<file path="src/rtl/nor_poll_pkg.sv">
package nor_poll_pkg;

  localparam logic [7:0] UNLK_VAL1       = 8'hAA;
  localparam logic [7:0] UNLK_VAL2       = 8'h55;
  localparam logic [7:0] CMD_PROGRAM     = 8'hA0;
  localparam logic [7:0] CMD_ERASE_SETUP = 8'h80;
  localparam logic [7:0] CMD_ERASE_BLOCK = 8'h30;
  localparam logic [7:0] CMD_BUF_LOAD    = 8'h25;
  localparam logic [7:0] CMD_BUF_CONFIRM = 8'h29;
  localparam logic [7:0] CMD_READ_MODE   = 8'hF0;

  typedef enum logic [1:0] {
    OP_PROG  = 2'd0,
    OP_ERASE = 2'd1,
    OP_BUF   = 2'd2,
    OP_NONE  = 2'd3
  } opKind_e;

  typedef enum logic [2:0] {
    RES_PASS        = 3'd0,
    RES_DEV_TIMEOUT = 3'd1,
    RES_ABORT       = 3'd2,
    RES_VERIFY      = 3'd3,
    RES_POLL_LIMIT  = 3'd4
  } result_e;

  typedef enum logic [2:0] {
    AS_UNLK1, AS_UNLK2, AS_CMD, AS_BLOCK, AS_TARGET, AS_POLL
  } addrSel_e;

  typedef enum logic [2:0] {
    DS_UNLK1, DS_UNLK2, DS_CMD, DS_COUNT, DS_WORD
  } dataSel_e;

  typedef struct packed {
    logic     wrEn;
    logic     rdEn;
    addrSel_e addrSel;
    dataSel_e dataSel;
    logic [7:0] cmdCode;
    logic     loadOp;
    logic     latchExp;
    logic     idxClr;
    logic     idxInc;
    logic     pollClr;
    logic     pollInc;
  } dpCtrl_t;

  typedef struct packed {
    opKind_e kind;
    logic    pollMatch;
    logic    toFlag;
    logic    abFlag;
    logic    verifyEq;
    logic    idxLast;
    logic    pollExpired;
  } dpStat_t;

endpackage

</file>
<file path="src/rtl/nor_poll_dp.sv">
module nor_poll_dp
  import nor_poll_pkg::*;
#(
  parameter int DATA_W     = 16,
  parameter int ADDR_W     = 22,
  parameter int BLOCK_AW   = 15,
  parameter int BUF_WORDS  = 16,
  parameter int POLL_LIMIT = 1000000,
  parameter int UNLK_ADDR1 = 'h555,
  parameter int UNLK_ADDR2 = 'h2AA,
  parameter int CMD_ADDR   = 'h555,
  localparam int CNT_W     = $clog2(BUF_WORDS + 1),
  localparam int IDX_W     = (BUF_WORDS > 1) ? $clog2(BUF_WORDS) : 1,
  localparam int POLL_W    = $clog2(POLL_LIMIT + 1)
) (
  input  logic              clk,
  input  logic              rstN,
  input  dpCtrl_t           ctl,
  input  logic [1:0]        opKind,
  input  logic [ADDR_W-1:0] opAddr,
  input  logic [DATA_W-1:0] opData,
  input  logic [CNT_W-1:0]  bufCount,
  output logic [IDX_W-1:0]  bufRdIdx,
  input  logic [DATA_W-1:0] bufRdData,
  output logic [ADDR_W-1:0] flAddr,
  output logic [DATA_W-1:0] flWdata,
  input  logic [DATA_W-1:0] flRdata,
  output dpStat_t           stat
);

  localparam logic [DATA_W-1:0] ALL_ONES = '1;

  opKind_e           kindQ;
  logic [ADDR_W-1:0] targetQ;
  logic [DATA_W-1:0] dataQ;
  logic [CNT_W-1:0]  countQ;
  logic [IDX_W-1:0]  idxQ;
  logic [POLL_W-1:0] pollQ;
  logic [DATA_W-1:0] expQ;
  logic [ADDR_W-1:0] pollAddrQ;

  logic [ADDR_W-1:0] blockBase;
  logic [DATA_W-1:0] wordOut;
  logic [DATA_W-1:0] verifyWord;
  logic              hiOk;

  assign blockBase = {targetQ[ADDR_W-1:BLOCK_AW], {BLOCK_AW{1'b0}}};
  assign wordOut   = (kindQ == OP_BUF) ? bufRdData : dataQ;
  assign bufRdIdx  = idxQ;

  always_comb begin
    unique case (ctl.addrSel)
      AS_UNLK1:  flAddr = ADDR_W'(UNLK_ADDR1);
      AS_UNLK2:  flAddr = ADDR_W'(UNLK_ADDR2);
      AS_CMD:    flAddr = ADDR_W'(CMD_ADDR);
      AS_BLOCK:  flAddr = blockBase;
      AS_TARGET: flAddr = targetQ + ADDR_W'(idxQ);
      default:   flAddr = pollAddrQ;
    endcase
  end

  always_comb begin
    unique case (ctl.dataSel)
      DS_UNLK1: flWdata = DATA_W'(UNLK_VAL1);
      DS_UNLK2: flWdata = DATA_W'(UNLK_VAL2);
      DS_CMD:   flWdata = DATA_W'(ctl.cmdCode);
      DS_COUNT: flWdata = DATA_W'(countQ - CNT_W'(1));
      default:  flWdata = wordOut;
    endcase
  end

  always_ff @(posedge clk or negedge rstN) begin
    if (!rstN) begin
      kindQ     <= OP_NONE;
      targetQ   <= '0;
      dataQ     <= '0;
      countQ    <= CNT_W'(1);
      idxQ      <= '0;
      pollQ     <= '0;
      expQ      <= '0;
      pollAddrQ <= '0;
    end else begin
      if (ctl.loadOp) begin
        kindQ   <= opKind_e'(opKind);
        targetQ <= opAddr;
        dataQ   <= opData;
        countQ  <= (opKind == OP_BUF) ? bufCount : CNT_W'(1);
      end
      if (ctl.loadOp || ctl.idxClr) idxQ <= '0;
      else if (ctl.idxInc)          idxQ <= idxQ + IDX_W'(1);
      if (ctl.pollClr)              pollQ <= '0;
      else if (ctl.pollInc)         pollQ <= pollQ + POLL_W'(1);
      if (ctl.latchExp) begin
        pollAddrQ <= flAddr;
        expQ      <= (kindQ == OP_ERASE) ? ALL_ONES : flWdata;
      end
    end
  end

  generate
    if (DATA_W >= 16) begin : g_wideBus
      assign hiOk = (flRdata[15] == expQ[15]);
    end else begin : g_narrowBus
      assign hiOk = 1'b1;
    end
  endgenerate

  always_comb begin
    unique case (kindQ)
      OP_ERASE: verifyWord = ALL_ONES;
      OP_BUF:   verifyWord = bufRdData;
      default:  verifyWord = dataQ;
    endcase
  end

  assign stat.kind        = kindQ;
  assign stat.pollMatch   = (flRdata[7] == expQ[7]) && hiOk;
  assign stat.toFlag      = flRdata[5];
  assign stat.abFlag      = flRdata[1];
  assign stat.verifyEq    = (flRdata == verifyWord);
  assign stat.idxLast     = ((CNT_W'(idxQ) + CNT_W'(1)) == countQ);
  assign stat.pollExpired = (pollQ == POLL_W'(POLL_LIMIT - 1));

endmodule

</file>
<file path="src/rtl/nor_poll_ctrl.sv">
module nor_poll_ctrl
  import nor_poll_pkg::*;
(
  input  logic       clk,
  input  logic       rstN,
  input  logic       start,
  input  logic [1:0] opKind,
  input  dpStat_t    stat,
  output dpCtrl_t    ctl,
  output logic       busy,
  output logic       done,
  output logic [2:0] result
);

  typedef enum logic [3:0] {
    ST_IDLE, ST_UL1, ST_UL2, ST_CMD, ST_ERASE, ST_BLOAD, ST_BCNT,
    ST_DATA, ST_BCONF, ST_POLL, ST_REREAD, ST_RESET, ST_VERIFY, ST_DONE
  } state_e;

  state_e  stQ, stD;
  logic    phaseQ, phaseD;
  logic    recoverQ, recoverD;
  result_e resQ, resD;
  result_e pendQ, pendD;

  always_comb begin
    ctl      = '0;
    stD      = stQ;
    phaseD   = phaseQ;
    recoverD = recoverQ;
    resD     = resQ;
    pendD    = pendQ;
    unique case (stQ)
      ST_IDLE: begin
        if (start && (opKind != OP_NONE)) begin
          ctl.loadOp = 1'b1;
          phaseD     = 1'b0;
          recoverD   = 1'b0;
          resD       = RES_PASS;
          stD        = ST_UL1;
        end
      end
      ST_UL1: begin
        ctl.wrEn    = 1'b1;
        ctl.addrSel = AS_UNLK1;
        ctl.dataSel = DS_UNLK1;
        stD         = ST_UL2;
      end
      ST_UL2: begin
        ctl.wrEn    = 1'b1;
        ctl.addrSel = AS_UNLK2;
        ctl.dataSel = DS_UNLK2;
        if (recoverQ) begin
          recoverD = 1'b0;
          stD      = ST_RESET;
        end else begin
          unique case (stat.kind)
            OP_ERASE: stD = phaseQ ? ST_ERASE : ST_CMD;
            OP_BUF:   stD = ST_BLOAD;
            default:  stD = ST_CMD;
          endcase
        end
      end
      ST_CMD: begin
        ctl.wrEn    = 1'b1;
        ctl.addrSel = AS_CMD;
        ctl.dataSel = DS_CMD;
        if (stat.kind == OP_ERASE) begin
          ctl.cmdCode = CMD_ERASE_SETUP;
          phaseD      = 1'b1;
          stD         = ST_UL1;
        end else begin
          ctl.cmdCode = CMD_PROGRAM;
          stD         = ST_DATA;
        end
      end
      ST_ERASE: begin
        ctl.wrEn     = 1'b1;
        ctl.addrSel  = AS_BLOCK;
        ctl.dataSel  = DS_CMD;
        ctl.cmdCode  = CMD_ERASE_BLOCK;
        ctl.latchExp = 1'b1;
        ctl.pollClr  = 1'b1;
        stD          = ST_POLL;
      end
      ST_BLOAD: begin
        ctl.wrEn    = 1'b1;
        ctl.addrSel = AS_BLOCK;
        ctl.dataSel = DS_CMD;
        ctl.cmdCode = CMD_BUF_LOAD;
        stD         = ST_BCNT;
      end
      ST_BCNT: begin
        ctl.wrEn    = 1'b1;
        ctl.addrSel = AS_BLOCK;
        ctl.dataSel = DS_COUNT;
        stD         = ST_DATA;
      end
      ST_DATA: begin
        ctl.wrEn     = 1'b1;
        ctl.addrSel  = AS_TARGET;
        ctl.dataSel  = DS_WORD;
        ctl.latchExp = 1'b1;
        if (!stat.idxLast) begin
          ctl.idxInc = 1'b1;
        end else if (stat.kind == OP_BUF) begin
          stD = ST_BCONF;
        end else begin
          ctl.idxClr  = 1'b1;
          ctl.pollClr = 1'b1;
          stD         = ST_POLL;
        end
      end
      ST_BCONF: begin
        ctl.wrEn    = 1'b1;
        ctl.addrSel = AS_BLOCK;
        ctl.dataSel = DS_CMD;
        ctl.cmdCode = CMD_BUF_CONFIRM;
        ctl.idxClr  = 1'b1;
        ctl.pollClr = 1'b1;
        stD         = ST_POLL;
      end
      ST_POLL: begin
        ctl.rdEn    = 1'b1;
        ctl.addrSel = AS_POLL;
        ctl.pollInc = 1'b1;
        if (stat.pollMatch) begin
          resD = RES_PASS;
          stD  = ST_RESET;
        end else if (stat.toFlag) begin
          pendD = RES_DEV_TIMEOUT;
          stD   = ST_REREAD;
        end else if (stat.abFlag && (stat.kind == OP_BUF)) begin
          pendD = RES_ABORT;
          stD   = ST_REREAD;
        end else if (stat.pollExpired) begin
          resD = RES_POLL_LIMIT;
          stD  = ST_RESET;
        end
      end
      ST_REREAD: begin
        ctl.rdEn    = 1'b1;
        ctl.addrSel = AS_POLL;
        if (stat.pollMatch) begin
          resD = RES_PASS;
          stD  = ST_RESET;
        end else begin
          resD = pendQ;
          if (pendQ == RES_ABORT) begin
            recoverD = 1'b1;
            stD      = ST_UL1;
          end else begin
            stD = ST_RESET;
          end
        end
      end
      ST_RESET: begin
        ctl.wrEn    = 1'b1;
        ctl.addrSel = AS_CMD;
        ctl.dataSel = DS_CMD;
        ctl.cmdCode = CMD_READ_MODE;
        stD         = (resQ == RES_PASS) ? ST_VERIFY : ST_DONE;
      end
      ST_VERIFY: begin
        ctl.rdEn    = 1'b1;
        ctl.addrSel = (stat.kind == OP_ERASE) ? AS_BLOCK : AS_TARGET;
        if (!stat.verifyEq) begin
          resD = RES_VERIFY;
          stD  = ST_DONE;
        end else if (stat.idxLast) begin
          stD = ST_DONE;
        end else begin
          ctl.idxInc = 1'b1;
        end
      end
      default: begin
        stD = ST_IDLE;
      end
    endcase
  end

  always_ff @(posedge clk or negedge rstN) begin
    if (!rstN) begin
      stQ      <= ST_IDLE;
      phaseQ   <= 1'b0;
      recoverQ <= 1'b0;
      resQ     <= RES_PASS;
      pendQ    <= RES_DEV_TIMEOUT;
    end else begin
      stQ      <= stD;
      phaseQ   <= phaseD;
      recoverQ <= recoverD;
      resQ     <= resD;
      pendQ    <= pendD;
    end
  end

  assign busy   = (stQ != ST_IDLE);
  assign done   = (stQ == ST_DONE);
  assign result = resQ;

endmodule

</file>
<file path="src/rtl/nor_poll_seq.sv">
module nor_poll_seq
  import nor_poll_pkg::*;
#(
  parameter int DATA_W     = 16,
  parameter int ADDR_W     = 22,
  parameter int BLOCK_AW   = 15,
  parameter int BUF_WORDS  = 16,
  parameter int POLL_LIMIT = 1000000,
  parameter int UNLK_ADDR1 = 'h555,
  parameter int UNLK_ADDR2 = 'h2AA,
  parameter int CMD_ADDR   = 'h555,
  localparam int CNT_W     = $clog2(BUF_WORDS + 1),
  localparam int IDX_W     = (BUF_WORDS > 1) ? $clog2(BUF_WORDS) : 1
) (
  input  logic              clk,
  input  logic              rstN,
  input  logic              start,
  input  logic [1:0]        opKind,
  input  logic [ADDR_W-1:0] opAddr,
  input  logic [DATA_W-1:0] opData,
  input  logic [CNT_W-1:0]  bufCount,
  output logic [IDX_W-1:0]  bufRdIdx,
  input  logic [DATA_W-1:0] bufRdData,
  output logic              busy,
  output logic              done,
  output logic [2:0]        result,
  output logic [ADDR_W-1:0] flAddr,
  output logic [DATA_W-1:0] flWdata,
  output logic              flWe,
  output logic              flRe,
  input  logic [DATA_W-1:0] flRdata
);

  dpCtrl_t ctl;
  dpStat_t stat;

  nor_poll_ctrl u_ctrl (
    .clk    (clk),
    .rstN   (rstN),
    .start  (start),
    .opKind (opKind),
    .stat   (stat),
    .ctl    (ctl),
    .busy   (busy),
    .done   (done),
    .result (result)
  );

  nor_poll_dp #(
    .DATA_W     (DATA_W),
    .ADDR_W     (ADDR_W),
    .BLOCK_AW   (BLOCK_AW),
    .BUF_WORDS  (BUF_WORDS),
    .POLL_LIMIT (POLL_LIMIT),
    .UNLK_ADDR1 (UNLK_ADDR1),
    .UNLK_ADDR2 (UNLK_ADDR2),
    .CMD_ADDR   (CMD_ADDR)
  ) u_dp (
    .clk       (clk),
    .rstN      (rstN),
    .ctl       (ctl),
    .opKind    (opKind),
    .opAddr    (opAddr),
    .opData    (opData),
    .bufCount  (bufCount),
    .bufRdIdx  (bufRdIdx),
    .bufRdData (bufRdData),
    .flAddr    (flAddr),
    .flWdata   (flWdata),
    .flRdata   (flRdata),
    .stat      (stat)
  );

  assign flWe = ctl.wrEn;
  assign flRe = ctl.rdEn;

endmodule

</file>
<file path="config.mk">
export PLATFORM = sky130hd
export DESIGN_NAME = nor_poll_seq
export DESIGN_NICKNAME = d
export VERILOG_FILES = /design/src/rtl/nor_poll_pkg.sv /design/src/rtl/nor_poll_dp.sv /design/src/rtl/nor_poll_ctrl.sv /design/src/rtl/nor_poll_seq.sv
export SDC_FILE = /design/constraint.sdc
export NUM_CORES = 1
export LEC_CHECK = 0
export BUFFER_PORTS_ARGS = -buffer_cell sky130_fd_sc_hd__buf_4
export CELL_PAD_IN_SITES_DETAIL_PLACEMENT = 1
export CELL_PAD_IN_SITES_GLOBAL_PLACEMENT = 1
export CORE_MARGIN = 4
export CORE_UTILIZATION = 39
export CTS_CLUSTER_DIAMETER = 50
export DETAILED_ROUTE_END_ITERATION = 10
export MAX_ROUTING_LAYER = met4
export PLACE_DENSITY_LB_ADDON = 0.1
export SETUP_SLACK_MARGIN = 0.5
export SYNTH_ARGS = -nofsm -noshare
export SYNTH_HDL_FRONTEND = slang
export SYNTH_HIERARCHICAL = 1
export SYNTH_SLANG_ARGS = --single-unit
</file>
<file path="constraint.sdc">
create_clock -name clk -period 2.9 [get_ports clk]
set_input_delay 0.29 -clock clk [delete_from_list [all_inputs] [get_ports clk]]
set_output_delay 0.29 -clock clk [all_outputs]
set_load 0.01 [all_outputs]
</file>
==> flow_summary.toml <==
[layout]
nFillCells = 1955
fin_cells = 1261
multi_input_area_mm2 = 0.005284
final_util_pct = 60.84
drive_gt1_share_pct = 49.22
post-route-cell-area_mm2 = 0.01100
nNetsFinal = 1121
seq_area_mm2 = 0.002616
area_delta_synth_final_pct = 52.30
num_antenna_cells = 0

[run]
cap_viol_max_count = 0

[power]
total_power_mw = 12.77
p_per_area_mw_per_mm2 = 1161
clock_power_share_pct = 10.8
internal_power_mw = 6.868
max-vdd-ir-drop_v = 0.0004679
power.leakage_nw = 4.709
combPwrFrac_pct = 69.0
switchingPower_mw = 5.904
seq_power_share_pct = 20.2
p_sw_share_pct = 46.22

[floorplanning]
die_h_um = 144.1
start_util_pct = 39.94
die_w_um = 144.1
num_io_pins = 129
num_rows = 49
dieArea_mm2 = 0.02077
core_mm2 = 0.01809

[synth]
synth.most_common_cell = "dfrtp_1"
netlist_area_mm2 = 0.007224
syn_area_per_cell_um2 = 9.008
synthArstFlopShare_pct = 100.0
synthTopCellsByArea = "dfrtp_1, mux2_2, xnor2_1"
yosysTopAreaCell = "dfrtp_1"
ys_types = 81
synth_fp_nets = 896
syn_inst = 802
yosysSeqAreaShare_pct = 36.09
ys_warn_count = 6
synth_flop_cell = "dfrtp_1"
synth_common_cells = "dfrtp_1, nand2_1, nor2_1"
synth_edf_count = 0
synth-seq-cells = 104
yosysTopAreaCellShare_pct = 34.64

[clocking]
clkTransAtPathRegs_ns = 0.08
cts_num_sinks = 104
cts_buffers = 9
cts_buffer_depth = 2
ctsHtreeMaxLevel = 3
cts_root_buffer = "clkbuf_16"
cts_tree = "yes"
clk_latency_ns = 0.37

[worst_setup_path]
cp-start-kind = "register"
ff2ff_path_depth = 16
endpoint_kind = "register"
crit_type = "register to register"
required_ns = 3.19
r2r_end = "u_dp/bufRdIdx[3]"
critPathMaxFanout = 6
r2r_start = "u_dp/kindQ[1]"
r2r_setup_slack_ns = -0.21
crit_arrival_ns = 3.40

[sta]
max_freq_mhz = 321.3
relSlewSlack_pct = 49.07
slew_viol_final = 0
hold_violations = 37
finalSetupTns_ns = -4.582
grt_setup_unrepaired = "true"
fin_crit_ns = 3.112
hold_slack_ns = -0.01597
fin_worst_skew_ns = 0.01048
period_share_pct = 107.3
setup_viol = 41
layout_setup_ws_ns = -0.2123
worstMarginPinSlew_ns = 0.7631

[detailed_routing]
firstDrtPassIters = 5
drt-vias-per-instance = 5.971
ant_nets = 0
drt_iter0_drc = 451
drc = 0
wl_per_cell_um = 23.56
route.vias.total = 7530
totalWireLength_um = 29720

[status]
violations = "negative hold slack, negative setup slack"
status = "finished with violations"

[grt]
grt_max_degree = 55
antenna_found_initial = 0
track_usage_pct = 27.04
grt_pass1_wl_um = 42900
grt_pass1_vias = 7843
gr-total-overflow = 0

[placement]
pre_cts_slack_ns = -0.2289
gp_congestion = 0.8981
dp.cells = 1170
io_buffers = 128
hpwl_um = 18870
place_area_mm2 = 0.009030

[worst_hold_path]
min_path_type = "input pin to asynchronous set/reset pin"
## layout by cell type (no fill, tap or decap), drive strengths merged, types with 6 or more instances in the layout
cell	Yosys	layout
o22ai	12	12
xnor2	42	42
mux2i	9	9
buf	24	265
clkbuf	30	10
o221ai	10	10
a21o	12	12
nor2	67	68
nand3	22	22
and3	7	7
a21oi	60	60
nor3	17	17
nand2	83	84
nor2b	8	8
ha	13	13
nand2b	8	8
nor4	9	9
mux2	52	52
a22o	12	12
inv	22	23
nand4	12	12
o21ai	56	56
a22oi	8	8
dfrtp	100	100
o211ai	6	6
xor2	22	22
## metal layers
metal  global-route usage [%]  routed length, um
met5                        -                  0
met4                    7.978                714
met3                    3.935               1275
met2                    45.08              15310
met1                    34.24              12410
## critical path: stages, from the launching register on
cell	delay, ns
dfstp_2	0.55
buf_6	0.12
ha_4	0.22
buf_6	0.13
buf_4	0.12
a21oi_4	0.06
o21ai_4	0.15
xnor2_2	0.13
nand4_1	0.13
nor4_2	0.26
buf_4	0.17
nand4bb_1	0.15
a211oi_4	0.27
buf_6	0.15
nand4_1	0.12
xor2_1	0.16
nor3_1	0.13
## worst max-delay path by stage
stage,startpoint,endpoint
final,u_dp/kindQ[1],u_dp/bufRdIdx[3]
after CTS,u_dp/kindQ[1],u_dp/bufRdIdx[3]
after detailed placement,u_dp/kindQ[1],u_ctrl/stQ[2]
after global placement,u_dp/kindQ[0],u_ctrl/stQ[1]
after global routing,u_dp/kindQ[1],u_dp/bufRdIdx[3]
after floorplan,u_dp/kindQ[1],u_ctrl/stQ[1]
## logic make-up after synthesis
kind of cell    count (synthesis)  share of synthesized area [%]
simple gates                  263                          19.47
compound gates                219                          19.90
flops                         104                          36.09
buf+inv                        76                          4.693
xor+xnor                       64                          7.759
mux                            61                          9.508
fa+ha+maj                      14                          2.529
other cells                     1                        0.05191
## registers in the layout, summed over array words and instances, names as in the netlist
signal	flops
u_ctrl/pendQ	2
u_ctrl/phaseQ	1
u_ctrl/recoverQ	1
u_ctrl/result	3
u_ctrl/stQ	4
u_dp/bufRdIdx	4
u_dp/countQ	5
u_dp/dataQ	16
u_dp/expQ	2
u_dp/kindQ	2
u_dp/pollAddrQ	22
u_dp/pollQ	20
u_dp/targetQ	22
## power by group through the flow
| stage | Sequential [mW] | Clock, mW | Combinational [mW] |
|---|---|---|---|
| 6_report | 2.58 | 1.38 | 8.82 |
| 5_1_grt | 2.63 | 1.46 | 9.32 |
| 4_1_cts | 2.54 | 1.41 | 7.47 |
| 3_5_place_dp | 2.54 | 0 | 6.23 |
| 3_3_place_gp | 2.51 | 0 | 6.06 |
| 2_1_floorplan | 2.33 | 0 | 4.19 |
## cell type report
class,instances,share of cell area [%]
Clock buffer,9,2.047
Clock inverter,7,1.023
Inverter,22,0.8756
Multi-Input combinational cell,624,48.02
Sequential cell,104,23.78
Tap cell,229,2.604
Timing Repair Buffer,266,21.65
## repair_timing
item                                    4_1_cts  5_1_grt
buffers inserted                             45       26
pin swaps                                    39       41
hold endpoints to repair                      0        0
resized for setup                           106      121
gates cloned                                  3        1
endpoints found under the setup margin       90       92
hold buffers                                  0        0
Power figures use the tool's default switching activity.
